==> config.mk <==
export PLATFORM = sky130hd
export DESIGN_NAME = sdiv_regblock
export DESIGN_NICKNAME = d
export VERILOG_FILES = /design/src/rtl/sdiv_pkg.sv /design/src/rtl/sdiv_iter.sv /design/src/rtl/sdiv_post.sv /design/src/rtl/sdiv_regblock.sv
export SDC_FILE = /design/constraint.sdc
export NUM_CORES = 1
export LEC_CHECK = 0
export ABC_AREA = 1
export BUFFER_PORTS_ARGS = -buffer_cell sky130_fd_sc_hd__buf_4
export CAP_MARGIN = 20
export CORE_AREA = 8 8 255 257
export CTS_CLUSTER_DIAMETER = 40
export DETAILED_ROUTE_END_ITERATION = 10
export DIE_AREA = 0 0 263 265
export HOLD_SLACK_MARGIN = 0.06
export RECOVER_POWER = 25
export SYNTH_ARGS = -nofsm -noshare
export SYNTH_HDL_FRONTEND = slang
export SYNTH_SLANG_ARGS = --single-unit
==> constraint.sdc <==
create_clock -name clk -period 2.5 [get_ports clk]
set_input_delay 0.375 -clock clk [delete_from_list [all_inputs] [get_ports clk]]
set_output_delay 0.375 -clock clk [all_outputs]
set_load 0.01 [all_outputs]
==> src/rtl/sdiv_pkg.sv <==
package sdiv_pkg;
    localparam int SDIV_DW = 32;
    localparam int SDIV_AW = 5;

    // word indices inside the register window (byte offset / 4)
    localparam int WI_DVSR  = 0;
    localparam int WI_DVD32 = 1;
    localparam int WI_HIREM = 4;
    localparam int WI_LOQUO = 5;
    localparam int WI_REMC  = 6;
    localparam int WI_QUOC  = 7;

    typedef struct packed {
        logic neg_quo;
        logic neg_rem;
    } sign_t;

    typedef enum logic [1:0] {
        ACT_NONE,
        ACT_START,
        ACT_CLEAR,
        ACT_STORE_ONLY
    } wr_act_e;
endpackage

==> src/rtl/sdiv_iter.sv <==
module sdiv_iter #(
    parameter int DW = sdiv_pkg::SDIV_DW
) (
    input  logic            clk,
    input  logic            rst,
    input  logic            load,
    input  logic [2*DW-1:0] dvd_mag,
    input  logic [DW-1:0]   dvs_mag,
    output logic            running,
    output logic            done,
    output logic [2*DW-1:0] q_mag,
    output logic [DW-1:0]   r_mag
);
    localparam int XW = 2 * DW;
    localparam int CW = $clog2(XW + 1);

    logic [XW-1:0] sh_q;
    logic [DW-1:0] rem_q;
    logic [DW-1:0] dvs_q;
    logic [CW-1:0] cnt_q;
    logic [DW:0]   trial;
    logic [DW:0]   diff;
    logic          fits;

    always_comb begin
        trial = {rem_q, sh_q[XW-1]};
        diff  = trial - {1'b0, dvs_q};
        fits  = trial >= {1'b0, dvs_q};
    end

    always_ff @(posedge clk) begin
        if (rst) begin
            sh_q    <= '0;
            rem_q   <= '0;
            dvs_q   <= '0;
            cnt_q   <= '0;
            running <= 1'b0;
            done    <= 1'b0;
        end else begin
            done <= 1'b0;
            if (load) begin
                sh_q    <= dvd_mag;
                rem_q   <= '0;
                dvs_q   <= dvs_mag;
                cnt_q   <= CW'(XW);
                running <= 1'b1;
            end else if (running) begin
                rem_q <= fits ? diff[DW-1:0] : trial[DW-1:0];
                sh_q  <= {sh_q[XW-2:0], fits};
                cnt_q <= cnt_q - 1'b1;
                if (cnt_q == CW'(1)) begin
                    running <= 1'b0;
                    done    <= 1'b1;
                end
            end
        end
    end

    assign q_mag = sh_q;
    assign r_mag = rem_q;
endmodule

==> src/rtl/sdiv_post.sv <==
module sdiv_post #(
    parameter int DW = sdiv_pkg::SDIV_DW
) (
    input  logic [2*DW-1:0] q_mag,
    input  logic [DW-1:0]   r_mag,
    input  sdiv_pkg::sign_t sgn,
    output logic [DW-1:0]   quo,
    output logic [DW-1:0]   rem
);
    localparam logic [2*DW-1:0] POS_LIM = {{(DW+1){1'b0}}, {(DW-1){1'b1}}};
    localparam logic [2*DW-1:0] NEG_LIM = POS_LIM + 1'b1;
    localparam logic [DW-1:0]   SAT_POS = {1'b0, {(DW-1){1'b1}}};
    localparam logic [DW-1:0]   SAT_NEG = {1'b1, {(DW-1){1'b0}}};

    always_comb begin
        if (!sgn.neg_quo && q_mag > POS_LIM)
            quo = SAT_POS;
        else if (sgn.neg_quo && q_mag > NEG_LIM)
            quo = SAT_NEG;
        else if (sgn.neg_quo)
            quo = -q_mag[DW-1:0];
        else
            quo = q_mag[DW-1:0];
        rem = sgn.neg_rem ? -r_mag : r_mag;
    end
endmodule

==> src/rtl/sdiv_regblock.sv <==
module sdiv_regblock #(
    parameter int DW = sdiv_pkg::SDIV_DW,
    parameter int AW = sdiv_pkg::SDIV_AW
) (
    input  logic          clk,
    input  logic          rst,
    input  logic          wr_en,
    input  logic [AW-1:0] addr,
    input  logic [DW-1:0] wdata,
    output logic [DW-1:0] rdata,
    output logic          busy
);
    import sdiv_pkg::*;

    localparam int IW = AW - 2;
    localparam int XW = 2 * DW;

    logic [DW-1:0] dvsr_q, dvd32_q, hi_q, lo_q, remc_q, quoc_q;
    sign_t         sgn_q;
    logic [IW-1:0] idx;
    logic          aligned;
    logic          wr_ok;
    wr_act_e       act;
    logic [XW-1:0] dvd_full;
    logic [XW-1:0] dvd_mag;
    logic [DW-1:0] dvs_mag;
    logic          it_run, it_done;
    logic [XW-1:0] q_mag;
    logic [DW-1:0] r_mag;
    logic [DW-1:0] quo, rem;

    assign idx     = addr[AW-1:2];
    assign aligned = (addr[1:0] == 2'b00);
    assign busy    = it_run | it_done;
    assign wr_ok   = wr_en & aligned & ~busy;

    always_comb begin
        act      = ACT_NONE;
        dvd_full = {hi_q, wdata};
        if (wr_ok && idx == IW'(WI_DVD32)) begin
            dvd_full = {{DW{wdata[DW-1]}}, wdata};
            act      = (dvsr_q == '0) ? ACT_CLEAR : ACT_START;
        end else if (wr_ok && idx == IW'(WI_LOQUO)) begin
            act = (dvsr_q == '0) ? ACT_STORE_ONLY : ACT_START;
        end
        dvd_mag = dvd_full[XW-1] ? -dvd_full : dvd_full;
        dvs_mag = dvsr_q[DW-1] ? -dvsr_q : dvsr_q;
    end

    sdiv_iter #(.DW(DW)) u_iter (
        .clk     (clk),
        .rst     (rst),
        .load    (act == ACT_START),
        .dvd_mag (dvd_mag),
        .dvs_mag (dvs_mag),
        .running (it_run),
        .done    (it_done),
        .q_mag   (q_mag),
        .r_mag   (r_mag)
    );

    sdiv_post #(.DW(DW)) u_post (
        .q_mag (q_mag),
        .r_mag (r_mag),
        .sgn   (sgn_q),
        .quo   (quo),
        .rem   (rem)
    );

    always_ff @(posedge clk) begin
        if (rst) begin
            dvsr_q  <= '0;
            dvd32_q <= '0;
            hi_q    <= '0;
            lo_q    <= '0;
            remc_q  <= '0;
            quoc_q  <= '0;
            sgn_q   <= '0;
        end else if (it_done) begin
            hi_q   <= rem;
            remc_q <= rem;
            lo_q   <= quo;
            quoc_q <= quo;
        end else if (wr_ok) begin
            if (act == ACT_START) begin
                sgn_q.neg_quo <= dvd_full[XW-1] ^ dvsr_q[DW-1];
                sgn_q.neg_rem <= dvd_full[XW-1];
            end
            if (act == ACT_CLEAR) begin
                hi_q   <= '0;
                lo_q   <= '0;
                remc_q <= '0;
                quoc_q <= '0;
            end
            if (idx == IW'(WI_DVSR))  dvsr_q  <= wdata;
            if (idx == IW'(WI_DVD32)) dvd32_q <= wdata;
            if (idx == IW'(WI_HIREM)) hi_q    <= wdata;
            if (idx == IW'(WI_LOQUO)) lo_q    <= wdata;
            if (idx == IW'(WI_REMC))  remc_q  <= wdata;
            if (idx == IW'(WI_QUOC))  quoc_q  <= wdata;
        end
    end

    always_comb begin
        rdata = '0;
        if (aligned) begin
            if (idx == IW'(WI_DVSR))  rdata = dvsr_q;
            if (idx == IW'(WI_DVD32)) rdata = dvd32_q;
            if (idx == IW'(WI_HIREM)) rdata = hi_q;
            if (idx == IW'(WI_LOQUO)) rdata = lo_q;
            if (idx == IW'(WI_REMC))  rdata = remc_q;
            if (idx == IW'(WI_QUOC))  rdata = quoc_q;
        end
    end
endmodule

==> metrics.yaml <==
global_route:
  first_global_vias: 23400
  grt_max_degree: 70
  grt_overflow_total: 0
  grt_pass1_wl_um: 135000
  grt_usage: 0.240
  antenna_found_initial: 1
power_and_ir_drop:
  peakVddDrop_uv: 523
  internal-power_w: 0.0119
  p_leak_nw: 13.3
  clkPwrFrac: 0.480
  p_switching_w: 0.00556
  finalPower_w: 0.0175
  p_comb_frac: 0.210
  swShare: 0.318
  power_density_nw_per_um2: 579
  seqPwrFrac: 0.310
clock_network:
  root_buffer: "clkbuf_16"
  holdBufCountCts: 0
  path_clk_slew_ns: 0.05
  numCtsBuffers: 58
  clock_latency_ns: 0.65
  clock_path_buffers: 3
  cts_max_level: 2
  cts_tree: "yes"
  clock-sinks: 331
placement:
  hpwlAfterDp_um: 65100
  portBuffers: 72
  gp_congestion: 0.985
floorplan:
  start_util: 0.355
  die_w_um: 263
  ios: 73
  fp.dieH_um: 265
  rows: 91
  die_area_um2: 69700
  coreArea_um2: 61000
worst_setup_path:
  path_cells: "buf_4 > nor2_1 > inv_1 > buf_4 > nor2_4 > buf_12 > inv_1 > o2111ai_1 > o21ai_0 > a21oi_1 > buf_4 > buf_4"
  crit_fanout: 13
  cp.required_ns: 2.12
  end_kind: "output port"
  r2r-start: "dvsr_q[0]"
  cp-start-kind: "primary input"
  reg2reg_setup_slack_ns: -0.02
  worstSetupPathType: "in -> out"
  r2r_end: "u_iter.q_mag[43]"
  crit_top_cell: "buf_4"
  r2r_cells: 15
  cp.arrival_ns: 2.18
  crit_slowest_cell: "a21oi_1"
  critical_path.max_stage_delay_ns: 0.28
synth:
  synth_cell_types: 55
  synth-edff-count: 0
  synth-main-ff-cell: "dfxtp_1"
  ys_seq_area_frac: 0.306
  yosys_warnings: 0
  syn_nets: 3509
  netlist_area_um2: 21700
  synth.avg_cell_area_um2: 6.32
  async_flop_share: 0
  synth_cells: 3430
  ys_ff_latch: 331
sta:
  tightestPinTransition_ns: 1.14
  drv_slew: 0
  slew-limit-headroom: 0.238
  period_share: 1.02
  fin_crit_ns: 2.56
  hold_ws_ns: 0.0846
  setup_viol: 4
  finalClockSkew_ns: 0.0339
  rsz0062_at_grt: "true"
  fmax_mhz: 391
  hold_viol_final: 0
  setup_ws_ns: -0.0575
run_status:
  violations: "negative setup slack"
  status: "complete, but fails checks"
routing:
  routed_via_density: 5.64
  dr_total_vias: 26100
  drt-total-wl_um: 96900
  wl_per_cell_um: 21.0
  drt_first_pass_iters: 6
  detail-route-antenna-nets: 0
  route.detailed.drc: 0
  first_iter_violations: 3108
layout:
  syn2layout_area_growth_pct: 39.2
  finalNetCount: 3860
  drive_gt1_frac: 0.249
  antenna_cells: 0
  final_util: 0.494
worst_hold_path:
  whs_endpoint: "dvd32_q[19]"
  holdPathStages: 3
  min_from: "wdata[19]"
  hold_class: "in -> reg"
flow_run:
  max_cap_viol_count: 0
==> sequential cells by signal, summed over array words and instances, names as in the netlist, 7 cells and up <==
signal / count
dvd32_q: 32
lo_q: 32
dvsr_q: 32
hi_q: 32
u_iter.r_mag: 32
remc_q: 32
u_iter.cnt_q: 7
u_iter.dvs_q: 32
u_iter.q_mag: 64
quoc_q: 32
==> power groups by stage <==
stage               sequential [W]  combinational, W  clock [W]
floorplan                  0.00551           0.00178          0
global placement           0.00552           0.00307          0
detailed placement         0.00552           0.00307          0
CTS                        0.00541           0.00310    0.00842
global route               0.00542           0.00395    0.00864
finish                     0.00542           0.00367    0.00839
==> final cells by class <==
type                       instances  area (um^2)
sequential                       331         6650
tap                              790          988
timing repair inverter             2         17.5
clock buffer                      67         1550
fill                            6017        30900
timing repair buffer             492         4930
multi-input combinational       2606        14400
clock inverter                    41          498
inverter                         290         1140
==> cell usage after synthesis (25+ instances only) <==
library cell,number,share of area
a31oi_1,53,0.015
ha_1,38,0.022
clkbuf_1,144,0.025
nand4_1,29,0.0084
nor3_1,29,0.0067
dfxtp_1,331,0.31
buf_2,25,0.0058
xor2_1,94,0.038
nor2_1,291,0.050
nand3_1,211,0.049
nand2_1,778,0.13
o21ai_0,381,0.088
a21oi_1,465,0.11
inv_1,275,0.048
o21ai_1,41,0.0095
==> layout by cell type (no fill, tap or decap), types with 15 or more instances in the layout <==
master and count:
nand3b_1 15, buf_6 24, buf_12 38, dfxtp_1 317, o21ai_0 328, nand3_1 177
buf_4 383, a21oi_1 420, nand4_1 29, o21ai_2 37, nand2_1 725, clkbuf_16 90
ha_4 18, nor3_1 25, inv_2 29, o21ai_1 52, inv_1 251, a21oi_2 45
inv_6 15, nor2_2 23, nand2_4 20, a31oi_1 48, xnor2_1 24, xor2_1 93
nand2_2 56, nor2_1 266, nand3_2 36, ha_1 18, a22oi_1 15, nor2_4 23
==> repair_timing <==
action | 4_1_cts | 5_1_grt
buffers inserted | 0 | 27
setup endpoints to repair | 175 | 265
pin swaps | 4 | 75
cloned | 2 | 42
gates resized for setup | 19 | 419
==> critical path: cells and delay by family <==
kind	cells	cell delay, ns
and+or+nand+nor	2	0.18
AOI/OAI and AO/OA	3	0.66
buffers and inverters	7	0.95
==> worst max path at each step <==
stage	cells after the start	slack, ns	end	start
6_report	12	-0.06	rdata[12]	addr[2]
5_1_grt	12	-0.12	rdata[12]	addr[2]
4_1_cts	15	0.0006	u_iter.r_mag[30]	u_iter.q_mag[63]
3_5_place_dp	15	-0.37	u_iter.r_mag[30]	u_iter.q_mag[63]
3_3_place_gp	15	-0.41	u_iter.r_mag[30]	u_iter.q_mag[63]
2_1_floorplan	14	0.25	u_iter.r_mag[30]	u_iter.q_mag[63]
==> metal layers <==
metal	part of all wire	GRT usage	wire length [um]	vias to the layer above
met5	0	0	0	-
met4	0.047	0.102	4580	0
met3	0.10	0.0376	9770	273
met2	0.43	0.378	41800	1367
met1	0.42	0.325	40800	12200
li1	-	-	-	12200
==> kinds of logic after synthesis <==
logic type / after synthesis / synth area share
AND/OR/NAND/NOR: 1431 / 0.283
flip-flops: 331 / 0.306
AO/OA/AOI/OAI: 1017 / 0.250
XOR/XNOR: 118 / 0.0477
adder cells (fa/ha/maj): 39 / 0.0229
buffers and inverters: 494 / 0.0912
==> stage by stage <==
stage               setup slack (ns)  TNS (ns)  cells  cell area [um^2]
detailed placement            -0.369     -5.93   4442             25400
global route                  -0.121     -8.17   4619             30200
global placement              -0.409     -6.64   4442             25400
finish                       -0.0575   -0.0886   4619             30200
CTS                         0.000649         0   4552             27600
floorplan                      0.253         0   3430             21700
No activity file was read; power rests on OpenSTA's default activity.
